`src/rtl/qpsk_sqdemod_pkg.sv`:
```
// Shared types and the weight and decode rules for the square-wave QPSK demodulator.
package qpsk_sqdemod_pkg;

    typedef logic [1:0] dibit_t;
    typedef logic [2:0] wsum_t;

    typedef struct packed {
        logic   ok;
        dibit_t val;
    } decode_t;

    // Weight that a low sample in quarter qi contributes.
    function automatic wsum_t quarter_weight(input logic [1:0] qi);
        case (qi)
            2'd0:    return 3'd1;
            2'd1:    return 3'd1;
            2'd2:    return 3'd2;
            default: return 3'd3;
        endcase
    endfunction

    // Map a period sum onto a dibit; sums no carrier can produce are flagged.
    function automatic decode_t decode_sum(input wsum_t s);
        decode_t d;
        d.ok  = 1'b1;
        d.val = 2'b00;
        case (s)
            3'd5:    d.val = 2'b00;
            3'd3:    d.val = 2'b01;
            3'd2:    d.val = 2'b10;
            3'd4:    d.val = 2'b11;
            default: d.ok  = 1'b0;
        endcase
        return d;
    endfunction

endpackage

```
`src/rtl/qsd_phase_cnt.sv`:
```
// Period timing. It counts clocks within a quarter and quarters within a period.
// It marks the one sampling clock of each quarter and the last clock of the period.
// Assumes the transmitter's period starts on the first cycle in which start is high.
module qsd_phase_cnt #(
    parameter int QUARTER_CLKS = 2
) (
    input  logic       clk,
    input  logic       rst_n,
    input  logic       start,
    output logic [1:0] quarter_idx,
    output logic       sample_hit,
    output logic       period_end
);
    localparam int SUB_W      = (QUARTER_CLKS > 1) ? $clog2(QUARTER_CLKS) : 1;
    localparam int SAMPLE_POS = QUARTER_CLKS / 2;

    logic sub_last;

    generate
        if (QUARTER_CLKS == 1) begin : g_single
            // One clock per quarter: every clock samples and ends its quarter.
            assign sub_last   = 1'b1;
            assign sample_hit = 1'b1;
        end else begin : g_multi
            logic [SUB_W-1:0] sub_cnt;

            // Clock-within-quarter counter, held at zero while idle.
            always_ff @(posedge clk) begin
                if (!rst_n || !start) begin
                    sub_cnt <= '0;
                end else if (sub_cnt == SUB_W'(QUARTER_CLKS - 1)) begin
                    sub_cnt <= '0;
                end else begin
                    sub_cnt <= sub_cnt + 1'b1;
                end
            end

            assign sub_last   = (sub_cnt == SUB_W'(QUARTER_CLKS - 1));
            assign sample_hit = (sub_cnt == SUB_W'(SAMPLE_POS));
        end
    endgenerate

    // Quarter index, stepping at the last clock of each quarter.
    always_ff @(posedge clk) begin
        if (!rst_n || !start) begin
            quarter_idx <= 2'd0;
        end else if (sub_last) begin
            quarter_idx <= quarter_idx + 2'd1;
        end
    end

    assign period_end = sub_last && (quarter_idx == 2'd3);

endmodule

```
`src/rtl/qsd_accum.sv`:
```
// Weighted low-level accumulator. It adds the quarter weight for each low sample.
// It offers the period's running total, including the current clock's addition.
// The total is cleared after the period boundary and while idle.
module qsd_accum
    import qpsk_sqdemod_pkg::*;
(
    input  logic       clk,
    input  logic       rst_n,
    input  logic       start,
    input  logic       mod_in,
    input  logic       sample_hit,
    input  logic [1:0] quarter_idx,
    input  logic       period_end,
    output wsum_t      sum_now
);
    wsum_t acc;
    wsum_t add_w;

    // Weight contributed on this clock, zero for high samples or non-sample clocks.
    always_comb begin
        add_w = '0;
        if (sample_hit && !mod_in) begin
            add_w = quarter_weight(quarter_idx);
        end
    end

    assign sum_now = acc + add_w;

    // Running sum, restarted at each period boundary.
    always_ff @(posedge clk) begin
        if (!rst_n || !start || period_end) begin
            acc <= '0;
        end else begin
            acc <= sum_now;
        end
    end

endmodule

```
`src/rtl/qsd_decode_latch.sv`:
```
// Decodes the period sum at the boundary and holds the last valid dibit.
// An undecodable sum gives a one-cycle error pulse and leaves the held dibit alone.
module qsd_decode_latch
    import qpsk_sqdemod_pkg::*;
(
    input  logic   clk,
    input  logic   rst_n,
    input  logic   start,
    input  logic   period_end,
    input  wsum_t  sum_now,
    output dibit_t dibit_q,
    output logic   err_q,
    output logic   load_en,
    output dibit_t load_val
);
    decode_t dec;

    // Combinational decode of the total that closes the period.
    always_comb begin
        dec = decode_sum(sum_now);
    end

    assign load_en  = start && period_end && dec.ok;
    assign load_val = dec.val;

    // Held dibit and error strobe.
    always_ff @(posedge clk) begin
        if (!rst_n) begin
            dibit_q <= 2'b00;
            err_q   <= 1'b0;
        end else begin
            err_q <= start && period_end && !dec.ok;
            if (load_en) begin
                dibit_q <= dec.val;
            end
        end
    end

endmodule

```
`src/rtl/qsd_serializer.sv`:
```
// Parallel-to-serial stage. It sends the high bit at load and the low bit HOLD_CLKS later.
// Each new bit gets a one-cycle valid strobe. Assumes loads are at least HOLD_CLKS+1 apart.
module qsd_serializer
    import qpsk_sqdemod_pkg::*;
#(
    parameter int HOLD_CLKS = 4
) (
    input  logic   clk,
    input  logic   rst_n,
    input  logic   start,
    input  logic   load_en,
    input  dibit_t load_val,
    output logic   ser_bit,
    output logic   ser_valid
);
    localparam int CNT_W = (HOLD_CLKS > 1) ? $clog2(HOLD_CLKS) : 1;

    logic             lo_bit;
    logic             lo_pending;
    logic [CNT_W-1:0] hold_cnt;

    // Bit sequencing with the half-symbol hold timer.
    always_ff @(posedge clk) begin
        if (!rst_n) begin
            ser_bit    <= 1'b0;
            ser_valid  <= 1'b0;
            lo_bit     <= 1'b0;
            lo_pending <= 1'b0;
            hold_cnt   <= '0;
        end else if (!start) begin
            ser_valid  <= 1'b0;
            lo_pending <= 1'b0;
            hold_cnt   <= '0;
        end else if (load_en) begin
            ser_bit    <= load_val[1];
            lo_bit     <= load_val[0];
            ser_valid  <= 1'b1;
            lo_pending <= 1'b1;
            hold_cnt   <= '0;
        end else begin
            ser_valid <= 1'b0;
            if (lo_pending) begin
                if (hold_cnt == CNT_W'(HOLD_CLKS - 1)) begin
                    ser_bit    <= lo_bit;
                    ser_valid  <= 1'b1;
                    lo_pending <= 1'b0;
                end else begin
                    hold_cnt <= hold_cnt + 1'b1;
                end
            end
        end
    end

endmodule

```
`src/rtl/qpsk_sqdemod.sv`:
```
// Top of the square-wave QPSK demodulator: timing, weighted sum, decode and serial output.
// Assumes mod_in is phase-aligned with the internal period count from the rise of start.
module qpsk_sqdemod
    import qpsk_sqdemod_pkg::*;
#(
    parameter int QUARTER_CLKS = 2
) (
    input  logic       clk,
    input  logic       rst_n,
    input  logic       start,
    input  logic       mod_in,
    output logic [1:0] dibit_out,
    output logic       ser_bit,
    output logic       ser_valid,
    output logic       sym_err
);
    localparam int HOLD_CLKS = 2 * QUARTER_CLKS;

    logic [1:0] quarter_idx;
    logic       sample_hit;
    logic       period_end;
    wsum_t      sum_now;
    logic       load_en;
    dibit_t     load_val;

    qsd_phase_cnt #(.QUARTER_CLKS(QUARTER_CLKS)) u_cnt (
        .clk         (clk),
        .rst_n       (rst_n),
        .start       (start),
        .quarter_idx (quarter_idx),
        .sample_hit  (sample_hit),
        .period_end  (period_end)
    );

    qsd_accum u_acc (
        .clk         (clk),
        .rst_n       (rst_n),
        .start       (start),
        .mod_in      (mod_in),
        .sample_hit  (sample_hit),
        .quarter_idx (quarter_idx),
        .period_end  (period_end),
        .sum_now     (sum_now)
    );

    qsd_decode_latch u_dec (
        .clk        (clk),
        .rst_n      (rst_n),
        .start      (start),
        .period_end (period_end),
        .sum_now    (sum_now),
        .dibit_q    (dibit_out),
        .err_q      (sym_err),
        .load_en    (load_en),
        .load_val   (load_val)
    );

    qsd_serializer #(.HOLD_CLKS(HOLD_CLKS)) u_ser (
        .clk       (clk),
        .rst_n     (rst_n),
        .start     (start),
        .load_en   (load_en),
        .load_val  (load_val),
        .ser_bit   (ser_bit),
        .ser_valid (ser_valid)
    );

endmodule

```
`config.mk`:
```
export PLATFORM = sky130hd
export DESIGN_NAME = qpsk_sqdemod
export DESIGN_NICKNAME = d
export VERILOG_FILES = /design/src/rtl/qpsk_sqdemod_pkg.sv /design/src/rtl/qsd_phase_cnt.sv /design/src/rtl/qsd_accum.sv /design/src/rtl/qsd_decode_latch.sv /design/src/rtl/qsd_serializer.sv /design/src/rtl/qpsk_sqdemod.sv
export SDC_FILE = /design/constraint.sdc
export NUM_CORES = 1
export LEC_CHECK = 0
export BUFFER_PORTS_ARGS = -buffer_cell sky130_fd_sc_hd__buf_2
export CAP_MARGIN = 5
export CORE_ASPECT_RATIO = 0.8
export CORE_MARGIN = 2
export CORE_UTILIZATION = 30
export CTS_BUF_LIST = sky130_fd_sc_hd__clkbuf_4
export CTS_CLUSTER_DIAMETER = 50
export CTS_CLUSTER_SIZE = 8
export DETAILED_ROUTE_END_ITERATION = 6
export GPL_TIMING_DRIVEN = 0
export HOLD_SLACK_MARGIN = 0.05
export PLACE_DENSITY = 0.48
export SLEW_MARGIN = 10
export SYNTH_ARGS = -nofsm -noshare
export SYNTH_HDL_FRONTEND = slang
export SYNTH_SLANG_ARGS = --single-unit
```
`constraint.sdc`:
```
create_clock -name clk -period 5.4 [get_ports clk]
set_input_delay 0.54 -clock clk [delete_from_list [all_inputs] [get_ports clk]]
set_output_delay 0.54 -clock clk [all_outputs]
set_load 0.01 [all_outputs]
```
== Word level (Yosys, flattened, before mapping) ==
Index checks and enable logic that the tools add are counted.

* Logic and storage cells: 60
* Register bits after elaboration: 15
* Bits in read-only memories: 0
* Input port bits: 4
* Bits in latches: 0
* Memory bits (writable): 0
* Output and inout port bits: 5
* Memories: 0

* Bitwise operators: 3
* $add $sub $neg: 4
* Magnitude comparators: 0
* Equal/unequal tests: 8
* Shifts and indexed selects: 0
* Divide/modulo/power cells: 0
* Multiply operators: 0
* Mux-type cells: 13
* Reductions and logical operators: 22

{| class="wikitable"
|+ Operators with widths
! operator !! count
|-
| $mux 1 || 10
|-
| $eq 2x2->1 const B || 3
|-
| $eq 3x2->1 const B || 2
|-
| $eq 3x3->1 const B || 2
|-
| $pmux 2 s3 || 1
|-
| $reduce_and 2->1 || 3
|-
| $logic_and 1x1->1 || 5
|-
| $add 2x1->2 const B || 2
|-
| $logic_not 1->1 || 4
|-
| $pmux 2 s2 || 1
|-
| $reduce_bool 2->1 || 2
|-
| $reduce_or 2->1 || 2
|-
| $reduce_or 4->1 || 1
|-
| $add 3x3->3 || 1
|-
| $mux 3 || 1
|-
| $not 1->1 || 3
|-
| $reduce_and 3->1 || 1
|-
| $reduce_or 3->1 || 1
|-
| $eq 2x1->1 const B || 1
|-
| $logic_not 2->1 || 1
|-
| $logic_or 1x1->1 || 2
|-
| $add 1x1->1 const B || 1
|}

== Logic depth before layout (Yosys ltp) ==
* Word-level depth: 11
* Gate-level depth with buffers: 9
* Mapped depth without buffers: 9

== Cells and area by module ==
From an unflattened synthesis, not the netlist that was laid out.

* Cell total of the unflattened synthesis: 65
* Area, all modules: 659.4 sq um

{| class="wikitable"
|+ By module, submodules not included
! module !! seq. area each (sq um) !! cells an instance !! times used !! area an instance (sq um)
|-
| qsd_serializer || 120.1 || 25 || 1 || 249.0
|-
| qsd_accum || 60.1 || 12 || 1 || 153.9
|-
| qsd_decode_latch || 60.1 || 17 || 1 || 142.6
|-
| qsd_phase_cnt || 60.1 || 11 || 1 || 113.9
|}

== Least setup slack after synthesis ==
Ideal clock, no wire load.

* Path type: in2reg
* From: input port mod_in
* To: register u_dec.dibit_q[1]
* Arrival time: 1.986 ns
* Stages: 8
* Setup slack: 3.299 ns
* Library setup time: 0.115 ns
* Cells stage by stage: nand2b_1 -> nor2_1 -> ha_1 -> fa_1 -> xnor3_1 -> nand2b_4 -> o21ai_2 -> nor2_1

* Cells in the longest elaborated chain, start to end: 8
* Elaborated cells between the ends (all ways): 12
* Those cells by class: 1 x add/sub; 4 x eq/ne; 3 x mux; 4 x reduce/logical

{| class="wikitable"
|+ RTL lines
! item !! RTL line !! text
|-
| start: declaration || qpsk_sqdemod.sv:11 || <nowiki>input logic mod_in,</nowiki>
|-
| $logic_not 1->1 (*) || qsd_accum.sv:22 || <nowiki>if (sample_hit && !mod_in) begin</nowiki>
|-
| $logic_and 1x1->1 (*) || qsd_accum.sv:22 ||
|-
| $mux 3 (*) || qsd_accum.sv:22 ||
|-
| $add 3x3->3 (*) || qsd_accum.sv:27 || <nowiki>assign sum_now = acc + add_w;</nowiki>
|-
| $eq 3x3->1 or $eq 3x2->1 (tied branches) || qpsk_sqdemod_pkg.sv:27 || <nowiki>case (s)</nowiki>
|-
| $reduce_or 4->1 (no line) || n/a ||
|-
| $mux 1 || qpsk_sqdemod_pkg.sv:27 ||
|-
| $logic_and 1x1->1 || qsd_decode_latch.sv:23 || <nowiki>assign load_en = start && period_end && dec.ok;</nowiki>
|-
| end signal: assignment || qsd_decode_latch.sv:34 || <nowiki>dibit_q <= dec.val;</nowiki>
|-
| end: declaration || qsd_decode_latch.sv:11 || <nowiki>output dibit_t dibit_q,</nowiki>
|}

Every way passes the cells marked *; elsewhere a longest branch is shown, timed or not.
A chain may end at the register's enable or synchronous reset.

== Final worst setup path ==
* From: register u_cnt.quarter_idx[0]
* To: register u_dec.dibit_q[1]

* Cells in the longest elaborated chain, start to end: 9
* Elaborated cells between the ends (all ways): 18
* Those cells by class: 1 x add/sub; 7 x eq/ne; 4 x mux; 6 x reduce/logical

{| class="wikitable"
|+ RTL lines
! item !! RTL line !! text
|-
| start: declaration || qsd_phase_cnt.sv:10 || <nowiki>output logic [1:0] quarter_idx,</nowiki>
|-
| start signal: assignment || qsd_phase_cnt.sv:48 || <nowiki>quarter_idx <= quarter_idx + 2'd1;</nowiki>
|-
| $eq 2x1->1 or $logic_not 2->1 (tied branches) || qpsk_sqdemod_pkg.sv:14 || <nowiki>case (qi)</nowiki>
|-
| $reduce_or 2->1 (no line) || n/a ||
|-
| $pmux 2 s2 || qpsk_sqdemod_pkg.sv:14 ||
|-
| $mux 3 || qsd_accum.sv:22 ||
|-
| $add 3x3->3 || qsd_accum.sv:27 ||
|-
| $eq 3x3->1 or $eq 3x2->1 (tied branches) || qpsk_sqdemod_pkg.sv:27 ||
|-
| $reduce_or 4->1 (no line) || n/a ||
|-
| $mux 1 || qpsk_sqdemod_pkg.sv:27 ||
|-
| $logic_and 1x1->1 || qsd_decode_latch.sv:23 ||
|}

Parallel ways exist; a longest one is shown, timed or not.

==> impl_metrics.ini <==
[outcome]
status = completed

[cts]
cts_tree = yes
clock_path_buffers = 2
cts_resized = 0
postCtsSetupBuffers = 0
clkTransAtPathRegs_ns = 0.09
cts_made_buffers = 3
ctsHoldBuffers = 0
clk_latency_ns = 0.28
cts_root_buffer = clkbuf_4
htreeDepth = 1
clock-sinks = 15

[sta]
timing.fmax_mhz = 452
period_needed_ns = 2.21
hold_viol_final = 0
fin_crit_sh_pct = 41.0
setup_tns_ns = 0
relSlewSlack_pct = 81.3
setup_viol = 0
worst_clock_skew_ns = 0.00526
tightest_slew_ns = 0.280
rsz0062_at_grt = false
slew_violations = 0

[setup_path]
startpoint_type = flop
reg2reg_to = u_dec.dibit_q[1]
path_max_fanout = 5
endpoint_kind = flop
worst-r2r-setup-slack_ns = 3.19
reg2reg_from = u_cnt.quarter_idx[0]
crit_type = flop to flop
critPathArrivalTime_ns = 2.39
reg2reg_depth = 9
required_ns = 5.58

[floorplanning]
start_util_pct = 31.1
core_area_um2 = 2100
die_area_um2 = 2570
die_h_um = 45.8
die_w_um = 56.2
pin_count = 9
rows = 15

[finish]
stdcell_area_um2 = 756
instances_no_fill = 101
layout-drive-gt1-share_pct = 19.7
final_common_cell = dfxtp_1
area_growth_pct = 15.5
final_cell_mix = dfxtp_1 (15), nor2_1 (10), buf_2 (8)
fin_nets = 87
diodes = 0

[synth]
yosys.area_share.simple_pct = 21.6
synth_ff_type = dfxtp_1
ys_async_sr_fraction_pct = 0
synth_mux_area_share_pct = 3.06
ys_warn_count = 0
synth-compound-area-share_pct = 8.22
synth_nets = 74
synth_cell_types = 23
syn_inst = 64
synth_top_family_by_area = simple AND/OR/NAND/NOR gates
ys_seq_area_share_pct = 45.9
synth-adder-area-share_pct = 12.6
synth-seq-cells = 15
yosys.area_share.xor_xnor_pct = 7.46
syn_area_um2 = 654
synth-edff-count = 0
avgSynthCellArea_um2 = 10.2

[hold_path]
min_delay_worst_endpoint = u_dec.dibit_q[0]
hp-class = flop to flop
holdPathStages = 2
min_from = u_dec.dibit_q[0]

[power]
powerDensity_nw_per_um2 = 250
total_power_mw = 0.189
p_leak_nw = 0.343
peakVddDrop_uv = 179

[global_routing]
grt_pass1_wl_um = 1800
use_met2_pct = 14.4
antenna_found_initial = 0
grt-busiest-layer = met2
grt_overflow_total = 0
grt.met3_usage_pct = 5.11
gr-usage-all-layers_pct = 9.55
grt_pass1_vias = 426
grt_use_met1_pct = 11.5
grt_max_degree = 9

[routing]
totalWireLength_um = 1020
dr.first_iter.drc_count = 8
first_pass_iters = 3
vias_per_cell = 4.47
drcViolationCount = 0
wl_per_cell_um = 10.1
vias = 451
ant_nets = 0

[place]
numPortBuffers = 8
post-dp-hpwl_um = 793
gp_congestion = 0.665
placed_area_um2 = 726
dp_cells = 97

[job]
drv_cap = 0
## per-layer routing
metal / vias up / routed length, µm / part of all wire (%)
li1: 240 / - / -
met1: 203 / 544 / 53
met2: 6 / 409 / 40
met3: 2 / 54 / 5.3
met4: 0 / 12 / 1.2
met5: - / 0 / 0
## cells in the mapped netlist, types with 2 or more instances
master    number  area (µm²)
a21boi_0       2        15.0
a21oi_1        2        10.0
and2_1         2        12.5
and3_1         3        18.8
dfxtp_1       15         300
ha_1           5        62.6
inv_1          2        7.51
mux2i_1        2        20.0
nand2_1        3        11.3
nor2_1        10        37.5
nor2b_1        2        12.5
nor3_1         3        15.0
xnor2_1        3        26.3
## state kept, by name, indices dropped and copies added (netlist names)
signal and flops:
u_acc.acc 3, u_dec.dibit_q 2, u_ser.lo_bit 1, u_ser.hold_cnt 2, u_ser.ser_valid 1, u_cnt.quarter_idx 2, u_dec.err_q 1, u_cnt.sample_hit 1
u_ser.ser_bit 1, u_ser.lo_pending 1
## logic make-up (layout without fill, tap and decap cells)
kind of cell	Yosys count	after routing
adders and majority gates	6	6
DFF	15	15
AOI/OAI and AO/OA	8	8
muxes	2	2
buffers and inverters	2	14
and+or+nand+nor	27	27
xor gates and xnor gates	4	4
## worst max-delay path, cell delays in order, from the launching register on
cell,delay (ns)
dfxtp_1,0.40
inv_1,0.06
ha_1,0.21
nor2_1,0.10
nor2_1,0.06
fa_1,0.44
xnor3_1,0.44
nand2b_4,0.19
o21ai_2,0.14
nor2_1,0.06
## area by class of cell
| type | instances | area [µm²] |
|---|---|---|
| fill | 229 | 1350 |
| multi-input combinational | 47 | 347 |
| sequential | 15 | 300 |
| timing repair buffer | 8 | 40.0 |
| tap | 25 | 31.3 |
| clock buffer | 4 | 30.0 |
| inverter | 2 | 7.51 |
## worst max path at each step
| stage | start | end | slack (ns) | cells after the start |
|---|---|---|---|---|
| floorplan | mod_in | u_dec.dibit_q[1] | 3.30 | 8 |
| global placement | mod_in | u_dec.dibit_q[1] | 3.10 | 9 |
| detailed placement | mod_in | u_dec.dibit_q[1] | 3.09 | 9 |
| CTS | u_cnt.quarter_idx[0] | u_dec.dibit_q[1] | 3.17 | 9 |
| global route | u_cnt.quarter_idx[0] | u_ser.lo_bit | 2.99 | 9 |
| finish | u_cnt.quarter_idx[0] | u_dec.dibit_q[1] | 3.19 | 9 |
## metrics by stage
| stage | utilization (%) | worst slack (ns) | hold slack [ns] |
|---|---|---|---|
| after floorplan | - | 3.30 | 0.443 |
| after global placement | 34.5 | 3.10 | 0.453 |
| after detailed placement | 34.5 | 3.09 | 0.461 |
| after CTS | 36.0 | 3.17 | 0.477 |
| after global routing | 36.0 | 2.99 | 0.516 |
| final | 36.0 | 3.19 | 0.472 |
## report_power, final
group / internal [mW] / switching (mW) / leakage [nW]
clock network: 0.0337 / 0.0345 / 0.0184
registers: 0.112 / 0.00144 / 0.121
logic: 0.00344 / 0.00414 / 0.204
Power figures use the tool's default switching activity.
